<file path="src/rtl/gic_pkg.sv">
package gic_pkg;

    typedef enum logic [2:0] {
        TRIG_OFF  = 3'd0,
        TRIG_HIGH = 3'd1,
        TRIG_LOW  = 3'd2,
        TRIG_ON   = 3'd3,
        TRIG_RSV  = 3'd4,
        TRIG_RISE = 3'd5,
        TRIG_FALL = 3'd6,
        TRIG_BOTH = 3'd7
    } trig_mode_e;

    localparam int MODE_W   = 3;
    localparam int OFF_MODE = 120;
    localparam int OFF_SEL  = 124;
    localparam int OFF_EN   = 128;
    localparam int OFF_ACK  = 132;
    localparam int OFF_RAW  = 136;
    localparam int OFF_MSK  = 140;

endpackage

</file>
<file path="src/rtl/gic_sync.sv">
module gic_sync #(
    parameter int W = 128
) (
    input  logic         clk,
    input  logic         rst_n,
    input  logic [W-1:0] din_i,
    output logic [W-1:0] dout_o
);

    typedef struct packed {
        logic [W-1:0] s1;
        logic [W-1:0] s2;
    } sync_t;

    sync_t st_d, st_q;

    always_comb begin
        st_d    = st_q;
        st_d.s1 = din_i;
        st_d.s2 = st_q.s1;
    end

    always_ff @(posedge clk or negedge rst_n) begin
        if (!rst_n) st_q <= '0;
        else        st_q <= st_d;
    end

    assign dout_o = st_q.s2;

endmodule

</file>
<file path="src/rtl/gic_channel.sv">
module gic_channel
    import gic_pkg::*;
#(
    parameter int NCH   = 8,
    parameter int CH    = 0,
    parameter int SEL_W = 4,
    localparam int NSEL  = 1 << SEL_W,
    localparam int NPINS = NSEL * NCH
) (
    input  logic              clk,
    input  logic              rst_n,
    input  logic [NPINS-1:0]  pins_i,
    input  logic [SEL_W-1:0]  sel_i,
    input  logic [MODE_W-1:0] mode_i,
    input  logic              ack_i,
    output logic              raw_o
);

    typedef struct packed {
        logic              prev;
        logic              pend;
        logic [SEL_W-1:0]  sel_last;
        logic [MODE_W-1:0] mode_last;
    } ch_t;

    ch_t st_d, st_q;

    logic [NSEL-1:0] grp;
    logic            cur;
    logic            cfg_chg;
    logic            hit;

    for (genvar s = 0; s < NSEL; s++) begin : g_grp
        assign grp[s] = pins_i[s*NCH + CH];
    end

    always_comb begin
        cur     = grp[sel_i];
        cfg_chg = (sel_i != st_q.sel_last) || (mode_i != st_q.mode_last);
        case (trig_mode_e'(mode_i))
            TRIG_RISE: hit = cur & ~st_q.prev;
            TRIG_FALL: hit = ~cur & st_q.prev;
            TRIG_BOTH: hit = cur ^ st_q.prev;
            default:   hit = 1'b0;
        endcase

        st_d           = st_q;
        st_d.prev      = cur;
        st_d.sel_last  = sel_i;
        st_d.mode_last = mode_i;
        if (cfg_chg) st_d.pend = 1'b0;
        else         st_d.pend = hit | (st_q.pend & ~ack_i);

        case (trig_mode_e'(mode_i))
            TRIG_HIGH: raw_o = cur;
            TRIG_LOW:  raw_o = ~cur;
            TRIG_ON:   raw_o = 1'b1;
            TRIG_RISE, TRIG_FALL, TRIG_BOTH: raw_o = st_q.pend;
            default:   raw_o = 1'b0;
        endcase
    end

    always_ff @(posedge clk or negedge rst_n) begin
        if (!rst_n) st_q <= '0;
        else        st_q <= st_d;
    end

    // sticky while no ack and no settings change
    a_r6_sticky: assert property (@(posedge clk) disable iff (!rst_n)
        st_q.pend && !ack_i && !cfg_chg |=> st_q.pend);

    // ack without a new edge clears
    a_r7_ack_clears: assert property (@(posedge clk) disable iff (!rst_n)
        ack_i && !hit |=> !st_q.pend);

    // a coincident edge wins over the ack
    a_r8_edge_wins: assert property (@(posedge clk) disable iff (!rst_n)
        hit && !cfg_chg |=> st_q.pend);

    // a settings change drops the latched bit
    a_r11_cfg_clear: assert property (@(posedge clk) disable iff (!rst_n)
        cfg_chg |=> !st_q.pend);

    // off modes never request
    a_r5_off_quiet: assert property (@(posedge clk) disable iff (!rst_n)
        (mode_i == 3'd0 || mode_i == 3'd4) |-> !raw_o);

endmodule

</file>
<file path="src/rtl/gic_regs.sv">
module gic_regs
    import gic_pkg::*;
#(
    parameter int NCH   = 8,
    parameter int SEL_W = 4,
    parameter int AW    = 8,
    parameter int DW    = 32,
    localparam int CFG_W = NCH * MODE_W,
    localparam int SSW   = NCH * SEL_W
) (
    input  logic             clk,
    input  logic             rst_n,
    input  logic             wr_i,
    input  logic [AW-1:0]    addr_i,
    input  logic [DW-1:0]    wdata_i,
    input  logic [NCH-1:0]   raw_i,
    output logic [CFG_W-1:0] mode_o,
    output logic [SSW-1:0]   sel_o,
    output logic [NCH-1:0]   en_o,
    output logic [NCH-1:0]   ack_o,
    output logic [DW-1:0]    rdata_o
);

    typedef struct packed {
        logic [CFG_W-1:0] mode;
        logic [SSW-1:0]   sel;
        logic [NCH-1:0]   en;
    } reg_t;

    reg_t st_d, st_q;

    always_comb begin
        st_d = st_q;
        if (wr_i) begin
            if (addr_i == AW'(OFF_MODE)) st_d.mode = wdata_i[CFG_W-1:0];
            if (addr_i == AW'(OFF_SEL))  st_d.sel  = wdata_i[SSW-1:0];
            if (addr_i == AW'(OFF_EN))   st_d.en   = wdata_i[NCH-1:0];
        end
        ack_o = (wr_i && addr_i == AW'(OFF_ACK)) ? wdata_i[NCH-1:0] : '0;

        case (addr_i)
            AW'(OFF_MODE): rdata_o = DW'(st_q.mode);
            AW'(OFF_SEL):  rdata_o = DW'(st_q.sel);
            AW'(OFF_EN):   rdata_o = DW'(st_q.en);
            AW'(OFF_RAW):  rdata_o = DW'(raw_i);
            AW'(OFF_MSK):  rdata_o = DW'(raw_i & st_q.en);
            default:       rdata_o = '0;
        endcase
    end

    always_ff @(posedge clk or negedge rst_n) begin
        if (!rst_n) st_q <= '0;
        else        st_q <= st_d;
    end

    assign mode_o = st_q.mode;
    assign sel_o  = st_q.sel;
    assign en_o   = st_q.en;

    // ack strobes only come from writes to the ack offset
    a_r7_ack_source: assert property (@(posedge clk) disable iff (!rst_n)
        (|ack_o) |-> (wr_i && addr_i == AW'(OFF_ACK)));

    // enable writes land in the next cycle
    a_r2_en_write: assert property (@(posedge clk) disable iff (!rst_n)
        wr_i && addr_i == AW'(OFF_EN) |=> en_o == $past(wdata_i[NCH-1:0]));

endmodule

</file>
<file path="src/rtl/gpio_grp_irq.sv">
module gpio_grp_irq
    import gic_pkg::*;
#(
    parameter int NCH   = 8,
    parameter int SEL_W = 4,
    parameter int AW    = 8,
    parameter int DW    = 32,
    localparam int NPINS = (1 << SEL_W) * NCH
) (
    input  logic             clk,
    input  logic             rst_n,
    input  logic [NPINS-1:0] gpio_i,
    input  logic             bus_wr,
    input  logic [AW-1:0]    bus_addr,
    input  logic [DW-1:0]    bus_wdata,
    output logic [DW-1:0]    bus_rdata,
    output logic             irq_o
);

    logic [NPINS-1:0]        sync_w;
    logic [NCH*MODE_W-1:0]   mode_w;
    logic [NCH*SEL_W-1:0]    sel_w;
    logic [NCH-1:0]          en_w;
    logic [NCH-1:0]          ack_w;
    logic [NCH-1:0]          raw_w;

    gic_sync #(.W(NPINS)) u_sync (
        .clk    (clk),
        .rst_n  (rst_n),
        .din_i  (gpio_i),
        .dout_o (sync_w)
    );

    gic_regs #(.NCH(NCH), .SEL_W(SEL_W), .AW(AW), .DW(DW)) u_regs (
        .clk     (clk),
        .rst_n   (rst_n),
        .wr_i    (bus_wr),
        .addr_i  (bus_addr),
        .wdata_i (bus_wdata),
        .raw_i   (raw_w),
        .mode_o  (mode_w),
        .sel_o   (sel_w),
        .en_o    (en_w),
        .ack_o   (ack_w),
        .rdata_o (bus_rdata)
    );

    for (genvar k = 0; k < NCH; k++) begin : g_ch
        gic_channel #(.NCH(NCH), .CH(k), .SEL_W(SEL_W)) u_ch (
            .clk    (clk),
            .rst_n  (rst_n),
            .pins_i (sync_w),
            .sel_i  (sel_w[k*SEL_W +: SEL_W]),
            .mode_i (mode_w[k*MODE_W +: MODE_W]),
            .ack_i  (ack_w[k]),
            .raw_o  (raw_w[k])
        );
    end

    assign irq_o = |(raw_w & en_w);

    // a rising request needs an enabled channel
    a_r10_irq_enabled: assert property (@(posedge clk) disable iff (!rst_n)
        $rose(irq_o) |-> (|en_w));

endmodule

</file>
<file path="config.mk">
export PLATFORM = sky130hd
export DESIGN_NAME = gpio_grp_irq
export DESIGN_NICKNAME = d
export VERILOG_FILES = /design/src/rtl/gic_pkg.sv /design/src/rtl/gic_sync.sv /design/src/rtl/gic_channel.sv /design/src/rtl/gic_regs.sv /design/src/rtl/gpio_grp_irq.sv
export SDC_FILE = /design/constraint.sdc
export NUM_CORES = 1
export LEC_CHECK = 0
export BUFFER_PORTS_ARGS = -buffer_cell sky130_fd_sc_hd__buf_2
export CORE_MARGIN = 5
export CORE_UTILIZATION = 40
export CTS_CLUSTER_DIAMETER = 60
export DETAILED_ROUTE_END_ITERATION = 7
export MAX_ROUTING_LAYER = met4
export PLACE_DENSITY = 0.57
export SETUP_SLACK_MARGIN = 0.02
export SYNTH_ARGS = -nofsm -noshare
export SYNTH_HDL_FRONTEND = slang
export SYNTH_SLANG_ARGS = --single-unit
</file>
<file path="constraint.sdc">
create_clock -name clk -period 4.25 [get_ports clk]
set_input_delay 0.6375 -clock clk [delete_from_list [all_inputs] [get_ports clk]]
set_output_delay 0.6375 -clock clk [all_outputs]
set_load 0.02 [all_outputs]
</file>
==> flow_summary.toml <==
[sta]
fmaxAchievable_ghz = 0.248
setup_viol = 0
hold_viol = 0
setup_ws_ns = 0.212
tns_ns = 0
clock_skew_ns = 0.0115
fin_crit_sh_pct = 95.0
worst_slew_pin_slew_ns = 0.799
rsz0062_at_grt = "false"
hold_slack_ns = 0.132
period_minus_slack_ns = 4.04
slew_viol_final = 0
slew-limit-headroom_pct = 46.7

[detailed_routing]
first_pass_iters = 4
ant_nets = 0
drc_errors = 0
via_count = 7351
wl_um = 27900
wl_per_cell_um = 17.9
avgViaCountPerCell = 4.73
first_iter_violations = 363

[final_layout]
nNetsFinal = 1256
area_growth_pct = 21.5
layout_common_cells = "dfrtp_1, buf_2, mux2_1, xnor2_1, clkbuf_16"
drive_gt1_share_pct = 29.8
seq_area_um2 = 9810
fillers = 2902
multi_input_area_um2 = 3610
layout_commonest_cell = "dfrtp_1"

[grt]
antenna_found_initial = 7
grt_pass1_wl_um = 44800
grt_max_degree = 102
grt_pass1_vias = 8153
grt_use_total_pct = 15.3
grt.overflow.total = 0

[yosys]
synth_top_cell_by_area = "dfrtp_1"
synthCells = 857
synth_area_leaders = "dfrtp_1, mux4_2, mux2_1, xnor2_1, mux2i_1"
ys.flop_type = "dfrtp_1"
ys_types = 40
async_reset_ff_share_pct = 100
synth.avg_cell_area_um2 = 16.0
yosys_register_bits = 392
ys_warn_count = 0
synth_edf_count = 0
ys_seq_area_share_pct = 71.5
synth_nets = 1044
yosysTopAreaCellShare_pct = 71.5
syn-cell-area_um2 = 13700

[placed_design]
port-buffer-count = 203
finalWeightedCongestion = 0.788
place_ws_ns = 0.762
dp_hpwl_um = 19800

[power]
p_total_uw = 8180
irDropWorstVdd_mv = 0.371
leakagePower_uw = 0.00786
powerDensity_nw_per_um2 = 491

[setup_path]
critical-path-max-stage-delay_ns = 0.59
crit_type = "flip-flop to output port"
worstPathMaxFanout = 8
crit_start = "u_regs.sel_o[28]$_DFFE_PN0P_"
critPathRequiredTime_ns = 3.61
cp-start-kind = "flip-flop"
worstSetupEndpointType = "output port"
critPathMostFrequentCell = "mux4_2"
reg2reg_depth = 9
worstPathArrival_ns = 3.40
rr_endpoint = "g_ch[1].u_ch.st_q[7]$_DFF_PN0_"
slowest_stage = "a21oi_1"
timing.rr.start = "u_regs.sel_o[4]$_DFFE_PN0P_"
rrSetupSlack_ns = 1.56
cp-endpoint = "bus_rdata[7]"
cp_cell_sequence = "mux4_2, mux4_2, mux2i_1, a21oi_1, a21o_1, a221o_1, buf_2"

[clock_network]
cts_resized = 0
cts_tree = "yes"
hold_buffers = 0
htreeDepth = 2
insertion_delay_ns = 0.53
cts_sinks = 392
cts_setup_buffers = 0
cts_made_buffers = 42
cts_buffer_depth = 3
cts-root-buf = "clkbuf_16"
clkTransAtPathRegs_ns = 0.06

[floorplanning]
dieArea_um2 = 38100
die_w_um = 195
core_area_um2 = 33700
die_y_um = 195
start_util_pct = 40.7
io_pins = 204
rows = 67

[outcome]
status = "finished, final reports clean"

[run]
max_cap_violations = 0

[worst_hold_path]
min_path_type = "input port to async pin"
flip-flops by register name, summed over array words and instances (netlist names):
name            flops
u_regs.mode_o      24
u_sync.st_d       128
g_ch.u_ch.st_q     72
u_regs.en_o         8
u_regs.sel_o       32
u_sync.dout_o     128
worst max-delay path: cells and delay by family (launching register included):
| kind | cells | cell delay, ns |
|---|---|---|
| multiplexers | 3 | 1.23 |
| flip-flops | 1 | 0.54 |
| AO/OA/AOI/OAI | 3 | 0.93 |
| buffers and inverters | 1 | 0.16 |
logic make-up (layout without fill, tap and decap cells):
| logic type | Yosys count | after routing | share of synthesized area, % |
|---|---|---|---|
| buffers and inverters | 76 | 318 | 2.30 |
| AND/OR/NAND/NOR | 117 | 117 | 4.05 |
| adder cells (fa/ha/maj) | 16 | 16 | 1.46 |
| AO/OA/AOI/OAI | 65 | 65 | 3.25 |
| flip-flops | 392 | 392 | 71.5 |
| XOR/XNOR | 56 | 56 | 3.57 |
| other | 0 | 6 | 0 |
| multiplexers | 135 | 135 | 13.9 |
synth_stat cells (all sizes together) (11+ instances only):
cell    instances
o21ai          16
xnor2          56
ha             16
mux4           38
clkbuf         35
inv            27
mux2           62
nand3          11
dfrtp         392
nand2          36
nor2           26
nor3           14
mux2i          35
buf            14
stage by stage:
| step | area, µm² | std cells | util [%] |
|---|---|---|---|
| 6_report | 16700 | 1553 | 49.5 |
| 5_1_grt | 16700 | 1553 | 49.5 |
| 4_1_cts | 16600 | 1547 | 49.4 |
| 3_5_place_dp | 15200 | 1473 | 45.2 |
| 3_3_place_gp | 15200 | 1473 | 45.2 |
| 2_1_floorplan | 13700 | 857 | - |
power by group:
part	internal [µW]	switching [µW]	total, µW
clock network	2230	1460	3690
logic	228	219	446
registers	3930	122	4050
how the worst min path moves through the flow:
stage,end,slack [ns]
floorplan,u_sync.dout_o[0]$_DFF_PN0_,0.33
global route,u_sync.st_d[108]$_DFF_PN0_,0.18
finish,u_sync.st_d[108]$_DFF_PN0_,0.13
detailed placement,u_sync.dout_o[106]$_DFF_PN0_,0.33
global placement,u_sync.dout_o[70]$_DFF_PN0_,0.33
CTS,g_ch[4].u_ch.st_q[8]$_DFF_PN0_,0.14
routing by layer:
layer,track usage [%],routed length [µm],vias up
met3,3.60,1370,42
met2,24.1,13500,159
met4,4.22,578,0
met1,20.3,12400,3763
met5,-,0,-
li1,-,-,3387
cell type report:
cell class	count	share of cell area [%]
Antenna cell	6	0.0901
Clock buffer	53	6.86
Clock inverter	21	1.64
Inverter	27	0.608
Multi-Input combinational cell	389	21.6
Sequential cell	392	58.9
Tap cell	448	3.36
Timing Repair Buffer	217	6.94
(Power assumes the default switching activity.)
